--- config.mk ---
export PLATFORM = sky130hd
export DESIGN_NAME = smc_bank_timer
export DESIGN_NICKNAME = d
export VERILOG_FILES = /design/src/rtl/smc_bank_timer.sv
export SDC_FILE = /design/constraint.sdc
export NUM_CORES = 1
export LEC_CHECK = 0
export BUFFER_PORTS_ARGS = -buffer_cell sky130_fd_sc_hd__buf_2
export CORE_MARGIN = 2
export CORE_UTILIZATION = 34
export DETAILED_ROUTE_END_ITERATION = 12
export PLACE_DENSITY = 0.62
export SETUP_SLACK_MARGIN = 0.2
export SLEW_MARGIN = 15
export SYNTH_ARGS = -nofsm -noshare
export SYNTH_HDL_FRONTEND = slang
export SYNTH_SLANG_ARGS = --single-unit
--- constraint.sdc ---
create_clock -name clk -period 3.21 [get_ports clk]
set_input_delay 0.1605 -clock clk [delete_from_list [all_inputs] [get_ports clk]]
set_output_delay 0.1605 -clock clk [all_outputs]
set_load 0.03 [all_outputs]
--- src/rtl/smc_bank_timer.sv ---
module smc_bank_timer #(
  parameter int ADDR_W = 16,
  parameter int NWS_W  = 7,
  parameter int TDF_W  = 4
) (
  input  logic              clk,
  input  logic              rst_n,
  input  logic [1:0]        cfg_addr_gap,
  input  logic [1:0]        cfg_cs_setup,
  input  logic [1:0]        cfg_cs_hold,
  input  logic              cfg_wait_en,
  input  logic [NWS_W-1:0]  cfg_wait,
  input  logic [TDF_W-1:0]  cfg_float,
  input  logic              cfg_early_rd,
  input  logic              cfg_bus16,
  input  logic              cfg_dual8,
  input  logic              req,
  input  logic              req_write,
  input  logic              req_wide,
  input  logic [ADDR_W-1:0] req_addr,
  input  logic [15:0]       req_wdata,
  output logic              ack,
  output logic [15:0]       rd_data,
  output logic [ADDR_W-1:0] mem_addr,
  output logic              mem_addr_vld,
  output logic              mem_cs_n,
  output logic              mem_rd_n,
  output logic [1:0]        mem_we_n,
  output logic [15:0]       mem_dout,
  output logic              mem_doe,
  input  logic [15:0]       mem_din
);

  localparam int CNT_W = (NWS_W + 1 > TDF_W) ? NWS_W + 1 : TDF_W;

  typedef enum logic [2:0] {
    P_ASU = 3'd0, P_CSU = 3'd1, P_STB = 3'd2, P_CSH = 3'd3,
    P_AH  = 3'd4, P_ACK = 3'd5, P_IDLE = 3'd6, P_FLT = 3'd7
  } ph_t;

  ph_t               ph, hop;
  logic [CNT_W-1:0]  cnt;
  logic [CNT_W-1:0]  len [0:7];
  logic              wr_q, wide_q;
  logic [ADDR_W-1:0] addr_q;
  logic [15:0]       wdata_q;
  logic [1:0]        lane_en;
  logic [15:0]       rd_pick;
  logic              cs_on;
  int                from_i;

  always_comb begin
    len[0] = CNT_W'(cfg_addr_gap);
    len[1] = CNT_W'(cfg_cs_setup);
    len[2] = cfg_wait_en ? CNT_W'(cfg_wait) + 1'b1 : CNT_W'(1);
    len[3] = CNT_W'(cfg_cs_hold);
    len[4] = CNT_W'(cfg_addr_gap);
    len[5] = CNT_W'(1);
    len[6] = '0;
    len[7] = '0;
  end

  always_comb begin
    from_i = (ph == P_IDLE) ? 0 : int'(ph) + 1;
    hop = P_ACK;
    for (int k = 4; k >= 0; k--)
      if (k >= from_i && len[k] != '0) hop = ph_t'(3'(k));
  end

  assign lane_en = !cfg_bus16                ? 2'b01 :
                   (wide_q || !cfg_dual8)    ? 2'b11 :
                   addr_q[0]                 ? 2'b10 : 2'b01;

  assign rd_pick = !cfg_bus16 ? {8'h00, mem_din[7:0]} :
                   wide_q     ? mem_din :
                   {8'h00, addr_q[0] ? mem_din[15:8] : mem_din[7:0]};

  always_ff @(posedge clk or negedge rst_n) begin
    if (!rst_n) begin
      ph      <= P_IDLE;
      cnt     <= '0;
      wr_q    <= 1'b0;
      wide_q  <= 1'b0;
      addr_q  <= '0;
      wdata_q <= '0;
      rd_data <= '0;
    end else begin
      case (ph)
        P_IDLE: if (req) begin
          wr_q    <= req_write;
          wide_q  <= req_wide;
          addr_q  <= req_addr;
          wdata_q <= req_wdata;
          ph      <= hop;
          cnt     <= len[hop] - 1'b1;
        end
        P_ACK: begin
          if (!wr_q && cfg_float != '0) begin
            ph  <= P_FLT;
            cnt <= CNT_W'(cfg_float) - 1'b1;
          end else begin
            ph <= P_IDLE;
          end
        end
        P_FLT: begin
          if (cnt == '0) ph <= P_IDLE;
          else cnt <= cnt - 1'b1;
        end
        default: begin
          if (ph == P_STB && cnt == '0 && !wr_q) rd_data <= rd_pick;
          if (cnt == '0) begin
            ph  <= hop;
            cnt <= len[hop] - 1'b1;
          end else begin
            cnt <= cnt - 1'b1;
          end
        end
      endcase
    end
  end

  assign cs_on        = (ph == P_CSU) || (ph == P_STB) || (ph == P_CSH);
  assign mem_addr_vld = (ph == P_ASU) || cs_on || (ph == P_AH);
  assign mem_cs_n     = !cs_on;
  assign mem_rd_n     = !(!wr_q && ((ph == P_STB) || (cfg_early_rd && ph == P_CSU)));
  assign mem_we_n     = (wr_q && ph == P_STB) ? ~lane_en : 2'b11;
  assign mem_doe      = wr_q && cs_on;
  assign mem_dout     = (cfg_bus16 && wide_q) ? wdata_q : {2{wdata_q[7:0]}};
  assign mem_addr     = addr_q;
  assign ack          = (ph == P_ACK);

  assert_cs_inside_addr_R2: assert property (@(posedge clk) disable iff (!rst_n)
    !mem_cs_n |-> mem_addr_vld);

  assert_strobe_inside_cs_R3: assert property (@(posedge clk) disable iff (!rst_n)
    (!mem_rd_n || mem_we_n != 2'b11) |-> !mem_cs_n);

  assert_early_read_R6: assert property (@(posedge clk) disable iff (!rst_n)
    ($fell(mem_cs_n) && cfg_early_rd && !wr_q) |-> !mem_rd_n);

  assert_ack_single_R7: assert property (@(posedge clk) disable iff (!rst_n)
    ack |=> !ack);

  assert_write_driven_R9: assert property (@(posedge clk) disable iff (!rst_n)
    (mem_we_n != 2'b11) |-> (mem_doe && mem_rd_n));

  assert_float_quiet_R10: assert property (@(posedge clk) disable iff (!rst_n)
    (ack && !wr_q && cfg_float != '0) |=> (mem_cs_n && !mem_addr_vld));

endmodule

==> out/results.tsv, run 1 <==
stage	metric	value	unit
sta	finalCritPeriodShare	0.988	
finish	area_growth	30.9	%
critical_path	cp_top_family	compound AO/OA/AOI/OAI gates	
routing	vias	3464	
clocking	cts_sinks	61	
synthesis	synth_cell_types	63	
routing	drtIter0Drc	251	
critical_path	cp_max_fo	5	
synthesis	avgSynthCellArea	9.41	um^2
power	ir_drop	0.000492	V
synthesis	synthFlopType	dfrtp_1	
sta	drv_slew	0	
clocking	clock-root-buffer	clkbuf_16	
finish	final_util	0.462	
synthesis	synth_edf_count	0	
critical_path	slowest_stage	dfstp_2	
finish	drive_gt1_frac	0.425	
die	rows	38	
sta	slew_headroom	0.456	
die	start_util	0.353	
die	die_y	111	um
global_routing	grt_pass1_wl	16.9	mm
clocking	worstSkewPairLatency	310	ps
sta	post-route-min-period	3170	ps
synthesis	ys_seq_elements	61	
finish	antennaDiodeCount	0	
routing	wl_per_cell	14.6	um
critical_path	required	3410	ps
synthesis	netlist_area	0.00386	mm^2
synthesis	synth_cells	410	
sta	final_hold_viol_count	0	
sta	setup_viol	0	
clocking	cts_tree	yes	
critical_path	cp_num_buf_inv	2	
global_routing	grt_pass1_vias	3424	
die	io-pin-count	129	
clocking	cts.path.max_buffers	2	
synthesis	yosys.area.top_type_share	0.383	
placed_design	gp_congestion	0.862	
placed_design	dp_hpwl	7.79	mm
synthesis	yosysSeqAreaShare	0.396	
sta	finClkSkew	6.82	ps
die	die_x	111	um
routing	drtPass1Iterations	4	
finish	nets	623	
routing	ant_nets	0	
global_routing	grt_use_total	0.166	
critical_path	max_stage_delay	530	ps
critical_path	criticalPathCategory	reg -> reg	
clocking	clkTransAtPathRegs	50	ps
critical_path	worstPathArrival	3370	ps
power	total_power	5.60	mW
finish	layout_common_cells	buf_2, nand2_1, dfrtp_1	
placed_design	portBuffers	128	
clocking	htreeDepth	3	
sta	holdWs	75.2	ps
run_status	outcome	complete, no violations	
placed_design	place_ws	-22.9	ps
sta	worstMarginPinSlew	815	ps
sta	rsz0062_at_grt	true	
synthesis	synthArstFlopShare	1.00	
sta	fmax	0.315	GHz
sta	finalSetupTns	0	ps
global_routing	antenna_found_initial	0	
die	core_area	0.0109	mm^2
power	pwr_density_cell	1110	mW/mm^2
synthesis	synth_largest_area_cell	dfrtp_1	
critical_path	cp_cell_sequence	inv_2 > ha_4 > inv_2 > a211o_1 > nand2_1 > a21oi_1 > a32o_2 > o41ai_2 > a21o_1 > ha_4 > mux2_4 > a32o_2 > a21oi_2 > o31ai_1 > o21a_1	
sta	fin_ws	39.7	ps
power	total_leakage_power	2.46	nW
routing	drc	0	
run	cap_viol_max_count	0	
global_routing	grt_start_max_net_pins	39	
synthesis	synthesis.nets	492	
die	die_area	0.0122	mm^2
synthesis	synth_warnings	0	
synthesis	synthTopCellsByArea	dfrtp_1, mux2_2, nand2_1	
critical_path	critPathCaptureType	register	
global_routing	gr-total-overflow	0	
critical_path	worst_setup_path_start_kind	register	
routing	avgViaCountPerCell	5.05	
finish	final_common_cell	buf_2	
routing	routed_wl	10.0	mm
clocking	cts_made_buffers	9	
worst_hold_path	hp-class	in -> reg	
==> final timing paths <==
kind,endpoint,slack (ps),start,cells past startpoint
min in group asynchronous,wdata_q[12],480,rst_n,2
min,wdata_q[2],80,req_wdata[2],2
max,cnt[4],40,ph[2],15
max reg2reg,cnt[4],40,ph[2],15
min reg2reg,rd_data[11],480,rd_data[11],2
max in group asynchronous,mem_addr[8],1890,rst_n,3
==> logic make-up (layout without fill, tap and decap cells) <==
family	after synthesis	in the layout	synth area share
muxes	46	46	0.132
adders and majority gates	8	8	0.0259
DFF	61	61	0.396
and+or+nand+nor	139	139	0.178
buffers and inverters	39	175	0.0499
xor gates and xnor gates	18	18	0.0409
AOI/OAI and AO/OA	99	99	0.177
==> layout make-up <==
type	count	area, um^2
Sequential cell	61	1530
Tap cell	140	175
Multi-Input combinational cell	310	2220
Timing Repair Buffer	146	778
Clock inverter	5	58.8
Fill cell	1052	5880
Clock buffer	11	243
Inverter	13	48.8
==> synth_stat cells, types with 3 or more instances <==
| cell | number |
|---|---|
| nand2_1 | 64 |
| dfrtp_1 | 59 |
| mux2_2 | 38 |
| nor2_1 | 20 |
| o21ai_1 | 19 |
| o21ai_0 | 17 |
| a21oi_1 | 15 |
| inv_1 | 13 |
| clkbuf_1 | 10 |
| nand3_1 | 9 |
| xnor2_1 | 9 |
| xor2_1 | 9 |
| buf_4 | 8 |
| ha_1 | 8 |
| mux2i_1 | 8 |
| nor3_1 | 8 |
| buf_2 | 7 |
| and2_1 | 6 |
| nor2b_1 | 5 |
| o22ai_1 | 5 |
| a21o_1 | 4 |
| and3_1 | 4 |
| a22oi_1 | 3 |
| nand2b_1 | 3 |
| nand4_1 | 3 |
| o31ai_1 | 3 |
| o41ai_1 | 3 |
==> through the flow <==
step                cell area [um^2]  cells
floorplan                       3920    410
global placement                4680    666
detailed placement              4680    666
CTS                             5020    683
global route                    5050    686
finish                          5050    686
==> where the power goes <==
part           switching, mW  total [mW]  internal [mW]  leakage, nW
clock network          0.336       0.959          0.623        0.142
registers              0.235        1.36           1.12        0.695
logic                   1.92        3.29           1.37         1.62
==> state kept, by name, summed over array words and instances (netlist names) <==
register and cells:
mem_addr 16, rd_data 16, cnt 8, ph 3, wr_q 1, wide_q 1
wdata_q 16
==> layer usage <==
metal / vias to the layer above / global-route usage / part of all wire
li1: 1725 / - / -
met1: 1638 / 0.214 / 0.46
met2: 94 / 0.281 / 0.49
met3: 7 / 0.0423 / 0.044
met4: 0 / 0.0367 / 0.0074
met5: - / 0 / 0
==> timing repair <==
| action | CTS | global route |
|---|---|---|
| hold endpoints to repair | 35 | 0 |
| pin swaps | 6 | 6 |
| resized for setup | 6 | 3 |
| hold buffers | 1 | 0 |
| buffers inserted | 0 | 3 |
| setup endpoints to repair | 2 | 2 |
Note: power is estimated with default switching activity, not from simulation.
==> run 2, diff against run 1 <==
PLACE_DENSITY = default   (was 0.62)
PLACE_DENSITY_LB_ADDON = 0.3   (was default)
==> out/results.tsv, run 2 (synthesis results as in run 1) <==
stage	metric	value	unit
finish	antennaDiodeCount	0	
critical_path	cp_max_fo	5	
placed_design	dp_hpwl	7.82	mm
critical_path	criticalPathCategory	reg -> reg	
critical_path	slowest_stage	dfstp_2	
routing	drtPass1Iterations	4	
global_routing	grt_use_total	0.172	
die	rows	38	
sta	post-route-min-period	3170	ps
critical_path	worstPathArrival	3390	ps
critical_path	cp_common_cell	ha_4	
sta	finClkSkew	8.32	ps
sta	slew_headroom	0.386	
global_routing	antenna_found_initial	0	
global_routing	grt_pass1_vias	3532	
sta	rsz0062_at_grt	true	
global_routing	gr-total-overflow	0	
critical_path	critPathLaunch	ph[1]	
routing	avgViaCountPerCell	5.15	
finish	layout_common_cells	buf_2, nand2_1, dfrtp_1	
finish	finalInstanceArea	0.00507	mm^2
critical_path	cp_cell_sequence	and2_4 > ha_4 > nor3b_4 > o32ai_4 > nor2b_2 > inv_1 > o41ai_2 > a21o_1 > ha_4 > mux2_4 > a32o_1 > a21oi_2 > o31ai_2 > o21a_1	
die	die_x	111	um
finish	drive_gt1_frac	0.427	
run	cap_viol_max_count	0	
placed_design	place_area	0.00468	mm^2
die	die_area	0.0122	mm^2
clocking	cts_sinks	61	
clocking	htreeDepth	3	
sta	fin_ws	35.5	ps
critical_path	max_stage_delay	530	ps
critical_path	r2r_slack	40	ps
finish	final_common_cell	buf_2	
sta	finalCritPeriodShare	0.989	
sta	final_hold_viol_count	0	
clocking	cts.path.max_buffers	2	
sta	fmax	0.315	GHz
clocking	clock-root-buffer	clkbuf_16	
power	pwr_density_cell	1110	mW/mm^2
finish	area_growth	31.3	%
run_status	outcome	complete, no violations	
critical_path	worst_setup_path_start_kind	register	
clocking	cts_tree	yes	
clocking	clkTransAtPathRegs	60	ps
critical_path	r2r-end	cnt[4]	
sta	setup_viol	0	
clocking	cts_made_buffers	9	
finish	n_fill_cell	1043	
die	die_y	111	um
clocking	worstSkewPairLatency	320	ps
critical_path	worst-path-stages	14	
critical_path	r2r-start	ph[1]	
routing	routed_wl	10.3	mm
global_routing	grt_start_max_net_pins	41	
routing	ant_nets	0	
sta	drv_slew	0	
die	io-pin-count	129	
routing	vias	3541	
power	ir_drop	0.000459	V
sta	worstMarginPinSlew	922	ps
placed_design	place_ws	-13.7	ps
critical_path	cp_top_family	compound AO/OA/AOI/OAI gates	
power	total_power	5.64	mW
routing	wl_per_cell	14.9	um
die	start_util	0.353	
worst_hold_path	hp-class	in -> reg	
power	total_leakage_power	2.47	nW
critical_path	r2r_cells	14	
critical_path	crit_end	cnt[4]	
global_routing	grt_pass1_wl	17.4	mm
critical_path	cp_num_buf_inv	1	
finish	nets	625	
placed_design	gp_congestion	0.834	
critical_path	required	3430	ps
die	core_area	0.0109	mm^2
critical_path	critPathCaptureType	register	
routing	drtIter0Drc	333	
routing	drc	0	
placed_design	portBuffers	128	
[run 2: worst reg2reg max path, stage by stage, from the launching register on]
cell and delay [ps]:
dfstp_2 530, and2_4 160, ha_4 220, nor3b_4 250, o32ai_4 130, nor2b_2 170
inv_1 60, o41ai_2 330, a21o_1 190, ha_4 170, mux2_4 300, a32o_1 240
a21oi_2 140, o31ai_2 80, o21a_1 110
[run 2: cell type report]
cell class	count	area (um^2)	area share
clock buffer	9	225	0.0444
sequential	61	1530	0.302
tap	140	175	0.0346
timing repair buffer	148	797	0.157
multi-input combinational	310	2220	0.438
inverter	13	48.8	0.00963
clock inverter	7	73.8	0.0146
[run 2: timing repair]
item	4_1_cts	5_1_grt
pin swaps	8	6
resized for setup	5	4
buffers inserted	3	2
hold buffers	1	0
cloned	0	0
setup endpoints to repair	2	3
endpoints found under the hold margin	1	0
[run 2: routing by layer]
layer | share of wire | GRT usage
met1 | 0.44 | 0.222
met2 | 0.49 | 0.290
met3 | 0.059 | 0.0335
met4 | 0.012 | 0.0517
met5 | 0 | 0
[run 2: worst min path at each step]
stage / from / slack [ps] / cells past startpoint / endpoint
6_report: req_addr[2] / 60 / 2 / mem_addr[2]
5_1_grt: req_wdata[9] / 60 / 2 / wdata_q[9]
4_1_cts: req_addr[7] / 50 / 2 / mem_addr[7]
3_5_place_dp: rst_n / 350 / 1 / wdata_q[13]
3_3_place_gp: rst_n / 350 / 1 / wdata_q[5]
2_1_floorplan: rst_n / -140 / 0 / cnt[0]
[run 2: where the power goes]
group	internal, mW	switching (mW)
clock	0.603	0.369
sequential	1.12	0.231
combinational	1.39	1.93
total	3.11	2.53
[run 2: stage by stage]
| stage | hold WS [ps] | util | setup TNS (ps) | instances |
|---|---|---|---|---|
| global placement | 345 | 0.428 | 0 | 666 |
| detailed placement | 354 | 0.428 | -13.7 | 666 |
| floorplan | -135 | - | -67.9 | 410 |
| CTS | 54.4 | 0.461 | 0 | 686 |
| global route | 61.1 | 0.463 | -157 | 688 |
| finish | 64.6 | 0.463 | 0 | 688 |
